`config.mk`:
```
export PLATFORM = sky130hd
export DESIGN_NAME = mem_own_arbiter
export DESIGN_NICKNAME = d
export VERILOG_FILES = /design/src/rtl/mem_own_pkg.sv /design/src/rtl/mo_sync.sv /design/src/rtl/mo_trigger.sv /design/src/rtl/mo_port_mux.sv /design/src/rtl/mem_own_arbiter.sv
export SDC_FILE = /design/constraint.sdc
export NUM_CORES = 1
export LEC_CHECK = 0
export CAP_MARGIN = 20
export CORE_ASPECT_RATIO = 0.5
export CORE_MARGIN = 1.5
export CORE_UTILIZATION = 41
export DETAILED_ROUTE_END_ITERATION = 6
export GPL_ROUTABILITY_DRIVEN = 0
export PLACE_DENSITY = 0.83
export SLEW_MARGIN = 5
export SYNTH_ARGS = -nofsm -noshare
export SYNTH_HDL_FRONTEND = slang
export SYNTH_HIERARCHICAL = 1
export SYNTH_SLANG_ARGS = --single-unit
export TNS_END_PERCENT = 20
```
`constraint.sdc`:
```
create_clock -name clk -period 1.8 [get_ports clk]
set_input_delay 0.18 -clock clk [delete_from_list [all_inputs] [get_ports clk]]
set_output_delay 0.18 -clock clk [all_outputs]
set_load 0.005 [all_outputs]
```
`src/rtl/mem_own_pkg.sv`:
```
package mem_own_pkg;
    typedef enum logic [1:0] {
        OWN_TAG  = 2'd0,
        OWN_IRQ  = 2'd1,
        OWN_HOST = 2'd2
    } own_e;

    localparam logic [1:0] TST_OPEN    = 2'b10;
    localparam logic [1:0] TST_SECURED = 2'b11;
endpackage

```
`src/rtl/mo_sync.sv`:
```
module mo_sync #(
    parameter int STAGES = 2
) (
    input  logic clk,
    input  logic rst_n,
    input  logic pin,
    output logic level,
    output logic rise
);
    // Index STAGES is the previous synchronized level, used for edge detection.
    logic [STAGES:0] sh_d, sh_q;

    always_comb begin
        sh_d = {sh_q[STAGES-1:0], pin};
    end

    always_ff @(posedge clk or negedge rst_n) begin
        if (!rst_n) sh_q <= '0;
        else        sh_q <= sh_d;
    end

    assign level = sh_q[STAGES-1];
    assign rise  = sh_q[STAGES-1] & ~sh_q[STAGES];
endmodule

```
`src/rtl/mo_trigger.sv`:
```
module mo_trigger #(
    parameter int              ADDR_W = 9,
    parameter int              DATA_W = 16,
    parameter logic [ADDR_W-1:0] FIRST_ADDR = 9'h004,
    parameter logic [ADDR_W-1:0] SECOND_ADDR = 9'h005,
    parameter logic [DATA_W-1:0] MAGIC = 16'h1234
) (
    input  logic              clk,
    input  logic              rst_n,
    input  logic              wr_en,
    input  logic [ADDR_W-1:0] addr,
    input  logic [DATA_W-1:0] data,
    output logic              fire
);
    typedef struct packed {
        logic              vld;
        logic [DATA_W-1:0] word;
    } cap_t;

    cap_t cap_d, cap_q;

    always_comb begin
        fire  = wr_en && (addr == SECOND_ADDR) && cap_q.vld
                && ((cap_q.word ^ data) == MAGIC);
        cap_d = cap_q;
        if (fire) begin
            cap_d = '0;
        end else if (wr_en && (addr == FIRST_ADDR)) begin
            cap_d.vld  = 1'b1;
            cap_d.word = data;
        end
    end

    always_ff @(posedge clk or negedge rst_n) begin
        if (!rst_n) cap_q <= '0;
        else        cap_q <= cap_d;
    end
endmodule

```
`src/rtl/mo_port_mux.sv`:
```
module mo_port_mux
    import mem_own_pkg::*;
(
    input  own_e st,
    input  logic tag_req,
    input  logic tag_cmd,
    input  logic spi_req,
    output logic tag_grant,
    output logic spi_grant,
    output logic spi_stall,
    output logic tag_ignored
);
    always_comb begin
        tag_grant   = 1'b0;
        spi_grant   = 1'b0;
        spi_stall   = 1'b0;
        tag_ignored = 1'b0;
        if (st == OWN_TAG) begin
            tag_grant = tag_req;
            spi_grant = spi_req & ~tag_req;
            spi_stall = spi_req & tag_req;
        end else begin
            spi_grant   = spi_req;
            tag_ignored = tag_cmd;
        end
    end
endmodule

```
`src/rtl/mem_own_arbiter.sv`:
```
module mem_own_arbiter
    import mem_own_pkg::*;
#(
    parameter int ADDR_W      = 9,
    parameter int DATA_W      = 16,
    parameter int OP_W        = 4,
    parameter int SYNC_STAGES = 2,
    parameter int ACK_EDGES   = 2,
    parameter logic [ADDR_W-1:0] FIRST_ADDR  = 9'h004,
    parameter logic [ADDR_W-1:0] SECOND_ADDR = 9'h005,
    parameter logic [DATA_W-1:0] MAGIC       = 16'h1234,
    parameter logic [OP_W-1:0]   RELEASE_OP  = 4'b1110
) (
    input  logic              clk,
    input  logic              rst_n,
    input  logic              tag_req,
    input  logic              tag_wr_vld,
    input  logic [ADDR_W-1:0] tag_addr,
    input  logic [DATA_W-1:0] tag_data,
    input  logic [1:0]        tag_state,
    input  logic              spi_req,
    input  logic              spi_clk_in,
    input  logic              spi_cs_in,
    input  logic              spi_frame_vld,
    input  logic              spi_frame_full,
    input  logic [OP_W-1:0]   spi_opcode,
    output logic              tag_grant,
    output logic              spi_grant,
    output logic              spi_stall,
    output logic              tag_ignored,
    output logic              irq_cs_drive,
    output logic [2:0]        own_state
);
    localparam int CNT_W = $clog2(ACK_EDGES + 1);
    localparam logic [CNT_W-1:0] LAST_EDGE = CNT_W'(ACK_EDGES - 1);

    typedef struct packed {
        own_e             st;
        logic [CNT_W-1:0] edges;
    } fsm_t;

    fsm_t fsm_d, fsm_q;

    // Serial pins into the system domain: index 0 clock, index 1 chip-select.
    logic [1:0] pin_raw, pin_lvl, pin_rise;
    assign pin_raw = {spi_cs_in, spi_clk_in};

    for (genvar g = 0; g < 2; g++) begin : g_sync
        mo_sync #(.STAGES(SYNC_STAGES)) u_sync (
            .clk   (clk),
            .rst_n (rst_n),
            .pin   (pin_raw[g]),
            .level (pin_lvl[g]),
            .rise  (pin_rise[g])
        );
    end

    logic trig_en, trig_fire, state_ok, release_ok;

    assign state_ok = (tag_state == TST_OPEN) || (tag_state == TST_SECURED);
    assign trig_en  = tag_wr_vld && state_ok && (fsm_q.st == OWN_TAG);

    mo_trigger #(
        .ADDR_W      (ADDR_W),
        .DATA_W      (DATA_W),
        .FIRST_ADDR  (FIRST_ADDR),
        .SECOND_ADDR (SECOND_ADDR),
        .MAGIC       (MAGIC)
    ) u_trig (
        .clk   (clk),
        .rst_n (rst_n),
        .wr_en (trig_en),
        .addr  (tag_addr),
        .data  (tag_data),
        .fire  (trig_fire)
    );

    assign release_ok = spi_frame_vld && spi_frame_full && (spi_opcode == RELEASE_OP);

    always_comb begin
        fsm_d = fsm_q;
        case (fsm_q.st)
            OWN_TAG: begin
                if (trig_fire) begin
                    fsm_d.st    = OWN_IRQ;
                    fsm_d.edges = '0;
                end
            end
            OWN_IRQ: begin
                if (pin_lvl[1] && pin_rise[0]) begin
                    if (fsm_q.edges == LAST_EDGE) begin
                        fsm_d.st    = OWN_HOST;
                        fsm_d.edges = '0;
                    end else begin
                        fsm_d.edges = fsm_q.edges + 1'b1;
                    end
                end
            end
            OWN_HOST: begin
                if (release_ok) fsm_d.st = OWN_TAG;
            end
            default: fsm_d = '0;
        endcase
    end

    always_ff @(posedge clk or negedge rst_n) begin
        if (!rst_n) fsm_q <= '0;
        else        fsm_q <= fsm_d;
    end

    mo_port_mux u_mux (
        .st          (fsm_q.st),
        .tag_req     (tag_req),
        .tag_cmd     (tag_req | tag_wr_vld),
        .spi_req     (spi_req),
        .tag_grant   (tag_grant),
        .spi_grant   (spi_grant),
        .spi_stall   (spi_stall),
        .tag_ignored (tag_ignored)
    );

    assign irq_cs_drive = (fsm_q.st == OWN_IRQ);
    assign own_state    = {fsm_q.st == OWN_HOST, fsm_q.st == OWN_IRQ, fsm_q.st == OWN_TAG};
endmodule

```
==> results by stage <==
Detailed routing:
- After detailed routing, the average wire length per cell comes to approximately 14 um.
- The count of routing violations after the opening detailed-route iteration is 42.
- In the routed design, unresolved DRC markers number 4.
- The pre-antenna-repair detailed-routing pass consisted of 6 iterations.
- The via count is around 1,100.
- The detail route stage leaves a number of antenna-violating nets equal to 0.
- Dividing the detail-routed via count by the number of cells gives roughly 5.2.
- For this block, the routed nets add up to roughly 3000 um of wire.

STA:
- The actual transition at the worst max-transition pin is 0.3294 ns.
- For the final routed database, the setup TNS stands at 0 ns.
- Derived from the worst setup path, the maximum achievable clock frequency is between 500 and 600 MHz.
- Setup violations remaining at the end of the flow were counted as 0.
- Setup repair after global routing could not meet its margin everywhere.
- The total count of max-transition violations in the final report is 0.
- The final hold slack is between 0.2 and 0.3 ns.
- The share of the clock period used by the worst path after layout is 0.9758.
- The final period demand of the worst path is ~1.8 ns.
- The final count of hold timing violations came to 0.
- The final setup skew is 0.002859 ns.
- Headroom to the max-slew limit came out at 0.7804.

Placement:
- Buffers placed on the I/O ports in this run total 46.
- The detailed placer's ending HPWL is 2286 um.
- In this run the cell area measured after placement is between 1500 and 2000 um^2.
- In this run, placement finished with an instance count of 212.

GRT:
- The via count of the first global-routing pass is 1,094.
- The maximum number of pins on one net before global-route repair is 27.
- In the global route stage, overall resource usage came out at 0.1694.
- For this run the aggregate overflow at the end of global routing stands at 0.
- The initial antenna violation count is 0.
- The wire length of the first global-routing pass is around 4800 um.

Die:
- The number of core rows is 14.
- The number of primary I/O pins is 48.
- The effective utilization at floorplan is 0.4447.
- The area of the die is 3741 um^2.
- The total core area is between 3000 and 4000 um^2.
- The vertical die dimension is 44.01 um.
- From left edge to right edge, the die measures ~85 um.

Worst setup path:
- At the worst endpoint, the required time is just under 2 ns.
- STA classifies the critical path endpoint as a flop.
- The category of the worst setup path launch point is a flop.
- At the worst endpoint, the arrival time is ~1.9 ns.
- The kind of critical path is flop to flop.
- Along the worst path, the maximum fanout reaches 7.

Power and ir drop:
- Power spread over the standard cell area amounts to ~540 nW/um^2.
- The standby leakage power is 1.019 nW.
- The maximum vdd drop is 321.2 uV.

Clock tree:
- The maximum root-to-sink buffer count is 2.
- The number of buffers created by CTS is 3.
- TritonCTS built the clock tree.
- The library cell used as clock root buffer is clkbuf_8.
- The post-CTS clock slew at the launch and capture registers of the worst setup and hold paths is 0.08 ns.
- Clock latency on the worst-skew pair, taken at its later pin, is around 0.26 ns.
- CTS saw 26 sinks.
- The H-tree depth reported by CTS is 1.

Layout:
- For this run, the share of the core covered by cells in the final layout is 0.6404.
- The net total in the final layout is approximately 220.
- The final design area excluding fillers is 1986 um^2.
- In the final layout, the share of cells above drive strength 1 is 0.1193.
- The number of filler cells placed in the layout is ~250.
- The number of diodes is 0.
- The non-filler instance count after layout is ~220.
- Relative to the synthesized area, the layout overhead comes to 44.01%.

Synthesis:
- The post-synthesis instance area is about 1400 um^2.
- Each instance of the synthesized netlist takes up on average around 11 um^2.
- The synthesized instance count is approximately 120.
- The net count of the mapped netlist is about 160.
- The number of warning messages in the yosys log is 6.

Hold path:
- The path type of the worst min-delay path is primary input to async pin.

Outcome:
- The run finished, with violations left.
- The final reports fail on DRC.

Run:
- The count of max-cap constraint violations is 0.
final cells by class:
class / instances / area, um^2 / area share
multi-input combinational: 90 / 679.4 / 0.3422
clock buffer: 3 / 41.29 / 0.02079
tap: 40 / 50.05 / 0.02520
sequential: 26 / 650.6 / 0.3277
inverter: 2 / 7.507 / 0.003781
timing repair buffer: 55 / 556.8 / 0.2804
what timing repair did:
action,4_1_cts,5_1_grt
hold endpoints to repair,0,0
gates cloned,0,0
gates resized for setup,3,6
endpoints found under the setup margin,1,23
hold buffers,0,0
setup buffers,0,1
pin swaps,2,4
final timing paths:
check	start	endpoint	slack [ns]	cells after the start
max reg2reg	fsm_q[3]$_DFFE_PN0P_	u_trig/cap_q[1]$_DFFE_PN0P_	0.04	7
max in group asynchronous	rst_n	u_trig/cap_q[12]$_DFFE_PN0P_	1.28	2
min reg2reg	g_sync[1].u_sync/sh_q[0]$_DFF_PN0_	g_sync[1].u_sync/sh_q[1]$_DFF_PN0_	0.35	0
min in group clk	g_sync[1].u_sync/sh_q[0]$_DFF_PN0_	g_sync[1].u_sync/sh_q[1]$_DFF_PN0_	0.35	0
min	rst_n	u_trig/cap_q[8]$_DFFE_PN0P_	0.27	2
max	fsm_q[3]$_DFFE_PN0P_	u_trig/cap_q[1]$_DFFE_PN0P_	0.04	7
worst max-delay path, stage by stage, from the launching register on:
cell and delay [ns]:
dfrtp_1 0.40, nor2_2 0.13, and3_1 0.15, and4bb_2 0.26, nand4b_1 0.19, nor4_4 0.22, buf_4 0.20, a21oi_1 0.08
placed cells by master, fill, tap and decap left out, types with 2 or more instances in the layout:
cell             instances
nand4_1                  3
a22o_1                   2
buf_4                    6
clkbuf_8                 3
xnor2_1                 12
nand2_1                  2
dfrtp_1                 26
nor2_1                   8
o21a_1                   2
a21oi_1                 17
xor2_1                   5
dlymetal6s2s_1           4
clkdlybuf4s50_1         41
nand3_1                  4
nand4b_1                 2
nor2b_1                  3
mux2i_1                 16
buf_6                    2
through the flow:
step	worst slack (ns)	total power [mW]
6_report	0.04352	1.073
5_1_grt	-0.04466	1.126
4_1_cts	0.007263	1.090
3_5_place_dp	-0.07593	0.7748
3_3_place_gp	-0.02731	0.7689
2_1_floorplan	0.003832	0.6545
layer usage:
| metal | track usage | vias up | share of wire |
|---|---|---|---|
| li1 | - | 541 | - |
| met1 | 0.1759 | 542 | 0.39 |
| met2 | 0.3476 | 31 | 0.55 |
| met3 | 0.04571 | 4 | 0.055 |
| met4 | 0.03934 | 0 | 0.0097 |
| met5 | 0 | - | 0 |
sequential cells by signal (all words and copies together), names as in the netlist:
name and cells:
u_trig/cap_q 17, g_sync.u_sync/sh_q 5, fsm_q 4
report_power, final:
| part | internal, mW | total [mW] | leakage, nW | switching, mW |
|---|---|---|---|---|
| combinational | 0.106 | 0.158 | 0.646 | 0.0519 |
| clock | 0.150 | 0.314 | 0.0216 | 0.164 |
| sequential | 0.595 | 0.601 | 0.351 | 0.00628 |
No activity file was read; power rests on OpenSTA's default activity.
